`src/rtl/phase_gate_pkg.sv`:
```
package phase_gate_pkg;
  typedef enum logic {RULE_OPT = 1'b0, RULE_PESS = 1'b1} rule_e;

  // one tracked read satisfies the rule this cycle
  function automatic logic rule_met(rule_e rule, logic started, logic is_head,
                                    logic rv, logic ra);
    if (rule == RULE_PESS) return is_head & rv & ra;
    return started | (is_head & rv);
  endfunction
endpackage

```
`src/rtl/rd_table.sv`:
```
module rd_table #(
  parameter int NRD     = 4,
  parameter int AW      = 16,
  parameter int BLK_LSB = 2,
  localparam int IW     = (NRD > 1) ? $clog2(NRD) : 1,
  localparam int CW     = $clog2(NRD + 1)
) (
  input  logic           clk_i,
  input  logic           rst_ni,
  input  logic           alloc_i,
  input  logic [AW-1:0]  alloc_addr_i,
  input  logic           resp_valid_i,
  input  logic           resp_accept_i,
  input  logic [AW-1:0]  cmp_addr_i,
  output logic [NRD-1:0] started_o,
  output logic [NRD-1:0] head_o,
  output logic [NRD-1:0] ovl_o,
  output logic [NRD-1:0] free_o,
  output logic [CW-1:0]  cnt_o,
  output logic           full_o
);
  logic [NRD-1:0]         vld_q, strt_q;
  logic [NRD-1:0][AW-1:0] addr_q;
  logic [IW-1:0]          wp_q, rp_q;
  logic [CW-1:0]          cnt_q;
  logic                   pop, push;

  assign full_o = (cnt_q == CW'(NRD));
  assign push   = alloc_i & ~full_o;
  assign pop    = resp_valid_i & resp_accept_i & (cnt_q != '0);
  assign cnt_o  = cnt_q;

  function automatic logic [IW-1:0] nxt(logic [IW-1:0] p);
    return (p == IW'(NRD - 1)) ? '0 : p + 1'b1;
  endfunction

  for (genvar i = 0; i < NRD; i++) begin : g_ent
    assign head_o[i]    = vld_q[i] & (rp_q == IW'(i));
    assign started_o[i] = strt_q[i];
    assign free_o[i]    = head_o[i] & pop;
    assign ovl_o[i]     = vld_q[i] &
                          (addr_q[i][AW-1:BLK_LSB] == cmp_addr_i[AW-1:BLK_LSB]);

    always_ff @(posedge clk_i or negedge rst_ni) begin
      if (!rst_ni) begin
        vld_q[i]  <= 1'b0;
        strt_q[i] <= 1'b0;
        addr_q[i] <= '0;
      end else if (push && wp_q == IW'(i)) begin
        vld_q[i]  <= 1'b1;
        strt_q[i] <= 1'b0;
        addr_q[i] <= alloc_addr_i;
      end else if (free_o[i]) begin
        vld_q[i]  <= 1'b0;
        strt_q[i] <= 1'b0;
      end else if (head_o[i] && resp_valid_i) begin
        strt_q[i] <= 1'b1;
      end
    end
  end

  always_ff @(posedge clk_i or negedge rst_ni) begin
    if (!rst_ni) begin
      wp_q  <= '0;
      rp_q  <= '0;
      cnt_q <= '0;
    end else begin
      if (push) wp_q <= nxt(wp_q);
      if (pop)  rp_q <= nxt(rp_q);
      cnt_q <= cnt_q + CW'(push) - CW'(pop);
    end
  end
endmodule

```
`src/rtl/ovl_block.sv`:
```
module ovl_block
  import phase_gate_pkg::*;
#(
  parameter int NRD = 4
) (
  input  logic [NRD-1:0] cand_i,
  input  rule_e          rule_i,
  input  logic [NRD-1:0] started_i,
  input  logic [NRD-1:0] head_i,
  input  logic           resp_valid_i,
  input  logic           resp_accept_i,
  output logic           block_o
);
  logic [NRD-1:0] met;
  for (genvar i = 0; i < NRD; i++) begin : g_met
    assign met[i] = rule_met(rule_i, started_i[i], head_i[i], resp_valid_i, resp_accept_i);
  end
  assign block_o = |(cand_i & ~met);
endmodule

```
`src/rtl/wr_track.sv`:
```
module wr_track (
  input  logic clk_i,
  input  logic rst_ni,
  input  logic sep_i,
  input  logic wr_pres_i,
  input  logic wr_acc_i,
  input  logic dat_done_i,
  output logic pend_o,
  output logic early_o
);
  logic pend_q, early_q;

  always_ff @(posedge clk_i or negedge rst_ni) begin
    if (!rst_ni) begin
      pend_q  <= 1'b0;
      early_q <= 1'b0;
    end else begin
      if (wr_acc_i)                            early_q <= 1'b0;
      else if (sep_i && wr_pres_i && dat_done_i) early_q <= 1'b1;

      if (pend_q && dat_done_i)                              pend_q <= 1'b0;
      else if (sep_i && wr_acc_i && !early_q && !dat_done_i) pend_q <= 1'b1;
    end
  end

  assign pend_o  = pend_q;
  assign early_o = early_q;
endmodule

```
`src/rtl/phase_gate.sv`:
```
module phase_gate
  import phase_gate_pkg::*;
#(
  parameter int NRD     = 4,
  parameter int AW      = 16,
  parameter int BLK_LSB = 2,
  localparam int CW     = $clog2(NRD + 1)
) (
  input  logic          clk_i,
  input  logic          rst_ni,
  input  logic          cfg_sep_data_i,
  input  logic          cfg_dh_pess_i,
  input  logic          cfg_req_pess_i,
  input  logic          cmd_valid_i,
  input  logic          cmd_write_i,
  input  logic [AW-1:0] cmd_addr_i,
  output logic          req_go_o,
  input  logic          req_valid_i,
  input  logic          req_accept_i,
  output logic          data_go_o,
  input  logic          dat_valid_i,
  input  logic          dat_accept_i,
  input  logic          resp_valid_i,
  input  logic          resp_accept_i
);
  logic [NRD-1:0] started, head, ovl, free, mask_q;
  logic [CW-1:0]  rd_cnt;
  logic           full, rd_alloc, wr_pres, wr_acc, dat_done;
  logic           wr_pend_q, early_q;
  logic           blk_req, blk_dlive, blk_dpend;
  rule_e          req_rule, dh_rule;

  assign req_rule = rule_e'(cfg_req_pess_i);
  assign dh_rule  = rule_e'(cfg_dh_pess_i);
  assign rd_alloc = cmd_valid_i & ~cmd_write_i & req_valid_i & req_accept_i;
  assign wr_pres  = cmd_valid_i &  cmd_write_i & req_valid_i;
  assign wr_acc   = wr_pres & req_accept_i;
  assign dat_done = dat_valid_i & dat_accept_i;

  rd_table #(.NRD(NRD), .AW(AW), .BLK_LSB(BLK_LSB)) u_tbl (
    .clk_i, .rst_ni,
    .alloc_i      (rd_alloc),
    .alloc_addr_i (cmd_addr_i),
    .resp_valid_i, .resp_accept_i,
    .cmp_addr_i   (cmd_addr_i),
    .started_o    (started),
    .head_o       (head),
    .ovl_o        (ovl),
    .free_o       (free),
    .cnt_o        (rd_cnt),
    .full_o       (full)
  );

  ovl_block #(.NRD(NRD)) u_blk_req (
    .cand_i (ovl), .rule_i (req_rule), .started_i (started), .head_i (head),
    .resp_valid_i, .resp_accept_i, .block_o (blk_req)
  );
  ovl_block #(.NRD(NRD)) u_blk_dlive (
    .cand_i (ovl), .rule_i (dh_rule), .started_i (started), .head_i (head),
    .resp_valid_i, .resp_accept_i, .block_o (blk_dlive)
  );
  ovl_block #(.NRD(NRD)) u_blk_dpend (
    .cand_i (mask_q), .rule_i (dh_rule), .started_i (started), .head_i (head),
    .resp_valid_i, .resp_accept_i, .block_o (blk_dpend)
  );

  wr_track u_wr (
    .clk_i, .rst_ni,
    .sep_i      (cfg_sep_data_i),
    .wr_pres_i  (wr_pres),
    .wr_acc_i   (wr_acc),
    .dat_done_i (dat_done),
    .pend_o     (wr_pend_q),
    .early_o    (early_q)
  );

  // older overlapping reads snapshotted at write accept; cleared as they free
  always_ff @(posedge clk_i or negedge rst_ni) begin
    if (!rst_ni)                        mask_q <= '0;
    else if (wr_acc && cfg_sep_data_i)  mask_q <= ovl & ~free;
    else                                mask_q <= mask_q & ~free;
  end

  always_comb begin
    req_go_o = 1'b0;
    if (cmd_valid_i) begin
      if (!cmd_write_i)        req_go_o = ~full;
      else if (cfg_sep_data_i) req_go_o = ~wr_pend_q;
      else                     req_go_o = ~blk_req;
    end
  end

  always_comb begin
    data_go_o = 1'b0;
    if (cfg_sep_data_i) begin
      if (wr_pend_q)
        data_go_o = ~blk_dpend;
      else
        data_go_o = wr_pres & ~early_q & ~blk_dlive &
                    (cfg_dh_pess_i ? req_accept_i : 1'b1);
    end
  end
endmodule

```
`config.mk`:
```
export PLATFORM = sky130hd
export DESIGN_NAME = phase_gate
export DESIGN_NICKNAME = d
export VERILOG_FILES = /design/src/rtl/phase_gate_pkg.sv /design/src/rtl/rd_table.sv /design/src/rtl/ovl_block.sv /design/src/rtl/wr_track.sv /design/src/rtl/phase_gate.sv
export SDC_FILE = /design/constraint.sdc
export NUM_CORES = 1
export LEC_CHECK = 0
export ABC_AREA = 1
export CAP_MARGIN = 0
export CORE_AREA = 2 2 92 94
export CTS_BUF_LIST = sky130_fd_sc_hd__clkbuf_8 sky130_fd_sc_hd__clkbuf_16
export DETAILED_ROUTE_END_ITERATION = 10
export DIE_AREA = 0 0 94 96
export PLACE_DENSITY = 0.83
export SLEW_MARGIN = 20
export SYNTH_ARGS = -nofsm -noshare
export SYNTH_HDL_FRONTEND = slang
export SYNTH_SLANG_ARGS = --single-unit
```
`constraint.sdc`:
```
create_clock -name clk_i -period 3.9 [get_ports clk_i]
set_clock_uncertainty 0.05 [all_clocks]
set_input_delay 0.78 -clock clk_i [delete_from_list [all_inputs] [get_ports clk_i]]
set_output_delay 0.78 -clock clk_i [all_outputs]
set_load 0.05 [all_outputs]
```
==> summary.txt, run 1 <==
Yosys Warn Count: 0
Initial Util: 53.3%
WS Path Type: in2out
Detailed Routing Iterations Pass 1: 5
Area growth, synth to finish: 13.1%
Die Y: 96 µm
RSZ-0062 raised after global routing: no
Tmin final: 3.57 ns
Yosys top cell by area: dfrtp_1
LEAKAGE: 0.00255 µW
net switching power: 1200 µW
total global routing overflow: 0
dpl cells: 719
Clk Latency, worst-skew pair: 0.35 ns
Crit. End Element: output port
WHS: 0.443 ns
synth unique cells: 30
crit path DAT: 2.74 ns
cell row count: 33
Slowest-stage cell, CP: clkdlybuf4s50_1
Post-CTS Hold Buffers: 0
Tcrit/Tclk final: 91.5%
die area: 0.00902 mm²
Root Buffer: clkbuf_8
vias in the first global route: 3,431
CTS Buffer Depth: 2
first-pass GRT wire length: 16.3 mm
Post-DRT Antenna Nets: 0
DR iter-0 viols: 285
worst-path fanout max: 9
main area contributors after synthesis: dfrtp_1 45%, nand2_1 20%, inv_1 6.6%, o21ai_0 5.7%, nor2_1 4.5%
Switching Share: 37.7%
final hold vios: 0
Post-Synthesis Cells: 597
final core occ: 60.4%
CP max stage delay: 0.65 ns
clk slew on worst S/H paths: 0.08 ns
GP Congestion: 0.933
status: finished, final reports clean
Max VDD drop: 0.314 mV
Top FF cell, synth: dfrtp_1
Slew headroom: 32.3%
combinational group share of total power: 33.9%
synthesized net count: 637
clock power share: 20.9%
sequential power share: 45.2%
syn_area_per_cell: 7.19 µm²
Max-Cap Viols: 0
all-layer global routing usage: 23.7%
Avg WL per Cell: 13.4 µm
Worst Max-Slew Pin Slew: 1.01 ns
CTS resizes: 0
vias post-DR: 3,758
sequential fraction of the synthesis area: 44.9%
setup bufs post-CTS: 0
register bit count reported by yosys: 77
CP Cell Sequence: clkdlybuf4s50_1 -> xor2_1 -> nor2_1 -> nand2_1 -> nor2_1 -> nand2_1 -> or2_0 -> nand3_1 -> o21bai_1 -> buf_4
I/O pin count: 31
Total Routed Length: 9.86 mm
Via density: 5.11
final non-filler cell total: 735
Post-synth top cells: 234 x nand2_1, 77 x dfrtp_1, 75 x inv_1, 51 x nor2_1, 49 x o21ai_0
setup_tns: 0 ns
most frequent cell after synthesis: nand2_1
PwrDens: 656 mW/mm²
DIE WIDTH: 94 µm
Internal: 1990 µW
EDFF count, synth: 0
synthesized cell area: 0.00430 mm²
CP Launch Type: primary input
Critical Path RT: 3.07 ns
final setup fails: 0
achievable frequency: 280 MHz
share of cells above drive strength 1: 5.87%
H-Tree Depth: 3
top cell type's share of synthesized area: 44.9%
Max Slew Vio Count: 0
CTS tree: built
IO Port Bufs: 28
pin count of the biggest net entering global routing: 78
CTS buffer count: 9
Core Region: 0.00805 mm²
hold crit path type: reg2reg
initial antenna violation count: 0
n_diodes: 0
Remaining DRCs: 0
DPL Wire Length: 7.08 mm
FFs w/ async S/R, synth: 100%
clock sinks: 77
NumNets Final: 665
## worst paths after layout
check,startpoint,to,slack (ns),cells after the start
max,cmd_addr_i[4],data_go_o,0.33,10
min,u_tbl.addr_q[45],u_tbl.addr_q[45],0.44,2
max reg2reg,u_tbl.cnt_o[0],u_tbl.cnt_o[1],1.69,9
min reg2reg,u_tbl.addr_q[45],u_tbl.addr_q[45],0.44,2
max in group asynchronous,rst_ni,u_tbl.rp_q[0],2.63,1
min in group asynchronous,rst_ni,u_tbl.addr_q[19],0.52,1
## metal layers
metal	global-route usage, %	vias to the layer above	wire length, µm
li1	-	1886	-
met1	32.0	1762	4510
met2	38.5	92	4730
met3	3.84	18	442
met4	9.42	0	175
met5	0	-	0
## through the flow
step	power, µW	area, µm²	setup slack, ns
4_1_cts	3190	4860	0.364
6_report	3190	4860	0.333
2_1_floorplan	2200	4300	0.886
3_5_place_dp	2520	4640	0.379
5_1_grt	3450	4860	0.196
3_3_place_gp	2430	4640	0.381
## cells in the final DEF (no fill, tap or decap), drive strengths merged, types with 8 or more instances in the layout
master and count:
clkdlybuf4s50 25, nand3 15, nand2 235, clkbuf 10, o21ai 77, xnor2 12
ha 10, nor2 54, a21oi 8, dfrtp 77, inv 88
## worst max-delay path, delay by kind of cell
family	cells	cell delay, ns
xor gates and xnor gates	1	0.27
buffers and inverters	2	0.84
and+or+nand+nor	6	0.76
AOI/OAI and AO/OA	1	0.07
## cell families after synthesis
kind of cell / after synthesis / synth area share (%)
flip-flops: 77 / 44.9
XOR/XNOR: 13 / 2.65
AO/OA/AOI/OAI: 91 / 11.4
buffers and inverters: 97 / 9.23
adder cells (fa/ha/maj): 11 / 3.38
AND/OR/NAND/NOR: 308 / 28.5
## state kept, by name, indices dropped and copies added (netlist names)
register         flops
u_tbl.rp_q           2
u_tbl.wp_q           2
u_tbl.started_o      4
u_tbl.cnt_o          3
u_tbl.vld_q          4
u_tbl.addr_q        56
mask_q               4
u_wr.pend_o          1
u_wr.early_o         1
## layout make-up
cell class                 count  area (µm²)
clock inverter                 6        80.1
clock buffer                  10         138
multi-input combinational    423        1970
sequential                    77        1930
tap                          105         131
inverter                      85         319
timing repair buffer          29         293
fill                         743        3190
## power groups by stage
stage	Clock [µW]	Combinational, µW	Sequential [µW]
6_report	665	1080	1440
5_1_grt	705	1260	1490
4_1_cts	672	1090	1430
3_5_place_dp	0	1070	1440
3_3_place_gp	0	1020	1420
2_1_floorplan	0	823	1370
Power figures use the tool's default switching activity.
==> inputs of run 2 (changes only) <==
Settings changed: CORE_AREA 2 2 92 94 to 2 2 90 92, DIE_AREA 0 0 94 96 to 0 0 92 94, PLACE_DENSITY 0.83 to 0.86.
==> summary.txt, run 2 (same netlist as run 1, synthesis figures left out) <==
setup_tns: 0 ns (unchanged)
most common cell after layout, fill and taps aside: nand2_1
net switching power: 1210 µW (+1.1%)
n_diodes: 0 (unchanged)
clock sinks: 77 (unchanged)
all-layer global routing usage: 24.9% (+1.2 points)
Slew headroom: 32.2% (-0.064 points)
NumNets Final: 666 (+0.15%)
worst-path fanout max: 7 (-2)
cell row count: 32 (-3.0%)
final non-filler cell total: 733 (-0.27%)
Initial Util: 56.5% (+3.1 points)
clock power share: 22.4% (+1.5 points)
Max VDD drop: 0.285 mV (-9.3%)
RSZ-0062 raised after global routing: no
most frequent cells in the layout: 234 x nand2_1, 77 x dfrtp_1, 76 x inv_1
GP Congestion: 0.864 (-7.4%)
initial antenna violation count: 0 (unchanged)
DPL Wire Length: 7.06 mm (-0.34%)
Area growth, synth to finish: 14.5%
vias post-DR: 3,786 (+0.75%)
first-pass GRT wire length: 16.6 mm (+1.8%)
LEAKAGE: 0.00256 µW (+0.63%)
Final Cell Area: 0.00492 mm² (+1.2%)
WHS: 0.280 ns (-0.163 ns)
PwrDens: 662 mW/mm² (+0.90%)
dpl cells: 716 (-0.42%)
Switching Share: 37.3% (-0.35 points)
Reg with most FFs: u_tbl.addr_q
CTS Buffer Depth: 2 (unchanged)
CTS tree: built
vias in the first global route: 3,507 (+2.2%)
Max-Cap Viols: 0 (unchanged)
Crit. End Element: output port
hold crit path type: in2async
die area: 0.00865 mm² (-4.2%)
Root Buffer: clkbuf_8
WS Path Type: in2out
Post-DRT Antenna Nets: 0 (unchanged)
share of cells above drive strength 1: 6.34% (+0.47 points)
Worst Max-Slew Pin Slew: 1.01 ns (+0.000958 ns)
Post-DP Area: 0.00465 mm² (+0.19%)
IO Port Bufs: 28 (unchanged)
clk slew on worst S/H paths: 0.08 ns (about the same)
setup bufs post-CTS: 0 (unchanged)
I/O pin count: 31 (unchanged)
Tmin final: 3.56 ns (-0.00588 ns)
DR iter-0 viols: 288 (+1.1%)
final setup fails: 0 (unchanged)
sequential power share: 44.1% (-1.1 points)
final hold vios: 0 (unchanged)
Internal: 2040 µW (+2.7%)
Avg WL per Cell: 13.5 µm (+0.84%)
Via density: 5.17 (+1.0%)
H-Tree Depth: 3 (unchanged)
Post-CTS Hold Buffers: 0 (unchanged)
combinational group share of total power: 33.5% (-0.4 points)
achievable frequency: 281 MHz (+0.17%)
Remaining DRCs: 0 (unchanged)
max reg flops: 56 (unchanged)
CTS resizes: 0 (unchanged)
total global routing overflow: 0 (unchanged)
Core Region: 0.00761 mm² (-5.5%)
status: finished, final reports clean
crit path DAT: 2.73 ns (about the same)
pin count of the biggest net entering global routing: 78 (unchanged)
Tcrit/Tclk final: 91.3% (-0.15 points)
DIE WIDTH: 92 µm (-2.1%)
Register-to-Register Setup Slack: 1.65 ns (-0.04 ns)
Die Y: 94 µm (-2.1%)
Clk Latency, worst-skew pair: 0.36 ns (about the same)
worst r2r src: u_tbl.cnt_o[1]
CTS buffer count: 9 (unchanged)
Critical Path RT: 3.07 ns (about the same)
Detailed Routing Iterations Pass 1: 5 (unchanged)
Max Slew Vio Count: 0 (unchanged)
Total Routed Length: 9.92 mm (+0.57%)
critical path launch point: cmd_addr_i[11]
final core occ: 64.6% (+4.3 points)
CP Launch Type: primary input
## run 2: final cells by class
| type | instances | area [µm²] |
|---|---|---|
| well taps | 102 | 128 |
| fillers | 632 | 2690 |
| repair buffers | 30 | 333 |
| inverters | 85 | 319 |
| multi-input cells | 423 | 1970 |
| flip-flops and latches | 77 | 1930 |
| clock inverters | 7 | 115 |
| clock buffers | 9 | 124 |
## run 2: worst paths after layout
kind,end,cells after the start
min in group clk_i,u_tbl.addr_q[52],2
setup reg to reg,u_tbl.cnt_o[2],9
setup / recovery,req_go_o,13
max in group asynchronous,u_tbl.addr_q[36],2
hold / removal,u_tbl.addr_q[54],1
hold reg to reg,u_tbl.addr_q[52],2
## run 2: routing by layer
layer | track usage, % | wire length, µm | vias up
met4 | 8.58 | 223 | 0
met1 | 33.9 | 4390 | 1748
met5 | 0 | 0 | -
met3 | 7.06 | 648 | 24
met2 | 38.5 | 4660 | 120
li1 | - | - | 1894
## run 2: power by group through the flow
stage | logic [µW] | registers [µW] | clock network (µW)
floorplan | 823 | 1370 | 0
global placement | 1020 | 1410 | 0
detailed placement | 1080 | 1440 | 0
CTS | 1080 | 1430 | 738
global route | 1270 | 1480 | 779
finish | 1090 | 1440 | 729
## run 2: metrics by stage
stage | power [µW] | setup WS (ns)
after global routing | 3530 | 0.102
final | 3250 | 0.339
after CTS | 3250 | 0.350
after global placement | 2440 | 0.370
after detailed placement | 2520 | 0.361
after floorplan | 2200 | 0.886
## run 2: critical path: stages
cell	delay, ns
clkdlybuf4s50_1	0.61
inv_1	0.17
nand2_1	0.09
nand2_1	0.05
nor2_1	0.14
nand2_1	0.08
nor2_1	0.25
nand3_1	0.12
nand2_1	0.09
o21ai_1	0.07
nand2_1	0.06
nand2_1	0.08
buf_12	0.16
==> inputs of run 3 (changes only) <==
Settings changed: GPL_ROUTABILITY_DRIVEN set to 0, SLEW_MARGIN 20 to 10, TNS_END_PERCENT set to 30.
==> summary.txt, run 3 (same netlist as run 1, synthesis figures left out) <==
status: finished, final reports clean
Post-DRT Antenna Nets: 0 (unchanged)
Slowest-stage cell, CP: clkdlybuf4s50_1
Avg WL per Cell: 13.6 µm (+0.55%)
fin worst setup slack: 0.273 ns (-0.0653 ns)
RSZ-0062 raised after global routing: no
final hold vios: 0 (unchanged)
total global routing overflow: 0 (unchanged)
setup_tns: 0 ns (unchanged)
Power Total: 3160 µW (-2.8%)
hold crit path type: reg2reg
Max-Cap Viols: 0 (unchanged)
achievable frequency: 276 MHz (-1.8%)
all-layer global routing usage: 24.8% (-0.15 points)
WS Path Type: in2out
WP buf/inv: 3 (unchanged)
DPL Wire Length: 6.93 mm (-1.8%)
share of cells above drive strength 1: 5.74% (-0.60 points)
setup bufs post-CTS: 0 (unchanged)
CP Launch Type: primary input
vias post-DR: 3,831 (+1.2%)
PwrDens: 652 mW/mm² (-1.5%)
Remaining DRCs: 0 (unchanged)
CTS buffer count: 9 (unchanged)
Worst Max-Slew Pin Slew: 1.03 ns (+0.0188 ns)
n_diodes: 0 (unchanged)
Area growth, synth to finish: 13.0%
Max VDD drop: 0.328 mV (+15%)
Via density: 5.26 (+1.7%)
Clk Latency, worst-skew pair: 0.35 ns (about the same)
Tmin final: 3.63 ns (+0.0653 ns)
Final Cell Area: 0.00485 mm² (-1.3%)
Root Buffer: clkbuf_8
post-place setup slack: 0.367 ns (+0.00555 ns)
H-Tree Depth: 3 (unchanged)
initial antenna violation count: 0 (unchanged)
Reg with most FFs: u_tbl.addr_q
LEAKAGE: 0.00253 µW (-1.1%)
Critical Path RT: 3.07 ns (about the same)
Die Y: 94 µm (unchanged)
most frequent cells in the layout: 234 x nand2_1, 77 x dfrtp_1, 76 x inv_1
DIE WIDTH: 92 µm (unchanged)
first-pass GRT wire length: 16.6 mm (-0.25%)
clock sinks: 77 (unchanged)
crit path DAT: 2.80 ns (+0.07 ns)
Post-CTS Hold Buffers: 0 (unchanged)
clk slew on worst S/H paths: 0.07 ns (about the same)
DR iter-0 viols: 387 (+34%)
CTS Buffer Depth: 2 (unchanged)
I/O pin count: 31 (unchanged)
CTS resizes: 0 (unchanged)
NumNets Final: 665 (-0.15%)
Initial Util: 56.5% (unchanged)
most common cell after layout, fill and taps aside: nand2_1
Slew headroom: 31.0% (-1.3 points)
fillers: 669 (+5.9%)
Crit. End Element: output port
Detailed Routing Iterations Pass 1: 5 (unchanged)
Max Slew Vio Count: 0 (unchanged)
Total Routed Length: 9.92 mm (unchanged)
Tcrit/Tclk final: 93.0% (+1.7 points)
IO Port Bufs: 28 (unchanged)
Post-DP Area: 0.00465 mm² (unchanged)
Core Region: 0.00761 mm² (unchanged)
pin count of the biggest net entering global routing: 78 (unchanged)
die area: 0.00865 mm² (unchanged)
CTS tree: built
CP max stage delay: 0.48 ns (-0.13 ns)
max reg flops: 56 (unchanged)
final setup fails: 0 (unchanged)
cell row count: 32 (unchanged)
Top delay family on crit path: buffers and inverters
vias in the first global route: 3,447 (-1.7%)
CP Cell Sequence: clkdlybuf4s50_1 -> inv_1 -> o21ai_0 -> nor2_1 -> nand2_1 -> nor2_1 -> nand2_1 -> or2_0 -> nand3_1 -> o21bai_1 -> buf_12
worst-path fanout max: 9 (+2)
==> run 3: final cells by class <==
cell class	count	area, µm²	share of cell area, %
clock inverter	3	63.8	1.32
multi-input combinational	423	1970	40.6
timing repair buffer	29	305	6.29
clock buffer	10	138	2.84
tap	102	128	2.63
sequential	77	1930	39.7
inverter	85	319	6.58
==> run 3: routing by layer <==
metal  part of all wire (%)  GRT usage, %
met4                    2.6          10.4
met1                     44          33.3
met3                    6.5          4.41
met5                      0             0
met2                     47          39.8
==> run 3: stage by stage <==
step / utilization [%] / hold slack (ns) / std cells
2_1_floorplan: - / 0.403 / 597
3_3_place_gp: 61.1 / 0.419 / 716
3_5_place_dp: 61.1 / 0.428 / 716
4_1_cts: 63.8 / 0.446 / 729
5_1_grt: 63.8 / 0.481 / 729
6_report: 63.8 / 0.448 / 729
==> run 3: worst paths after layout <==
check | from | end | slack (ns) | cells past startpoint
worst max-delay path | cmd_addr_i[7] | data_go_o | 0.27 | 11
worst min-delay path | u_tbl.addr_q[52] | u_tbl.addr_q[52] | 0.45 | 2
min in group asynchronous | rst_ni | u_tbl.addr_q[19] | 0.53 | 1
max in group asynchronous | rst_ni | u_tbl.addr_q[9] | 2.66 | 1
worst min register to register | u_tbl.addr_q[52] | u_tbl.addr_q[52] | 0.45 | 2
worst max register to register | u_tbl.cnt_o[1] | u_tbl.cnt_o[2] | 1.67 | 9
==> run 3: worst register-to-register path, delay by kind of cell (launching register included) <==
kind                       cells  cell delay, ns
xor gates and xnor gates       1            0.13
adders and majority gates      3            0.78
buffers and inverters          3            0.29
DFF                            1            0.44
and+or+nand+nor                2            0.43
==> run 3: report_power, final <==
part           switching (µW)  internal (µW)  total, µW
Combinational             640            444       1080
Clock                     280            365        645
Sequential                263           1170       1430
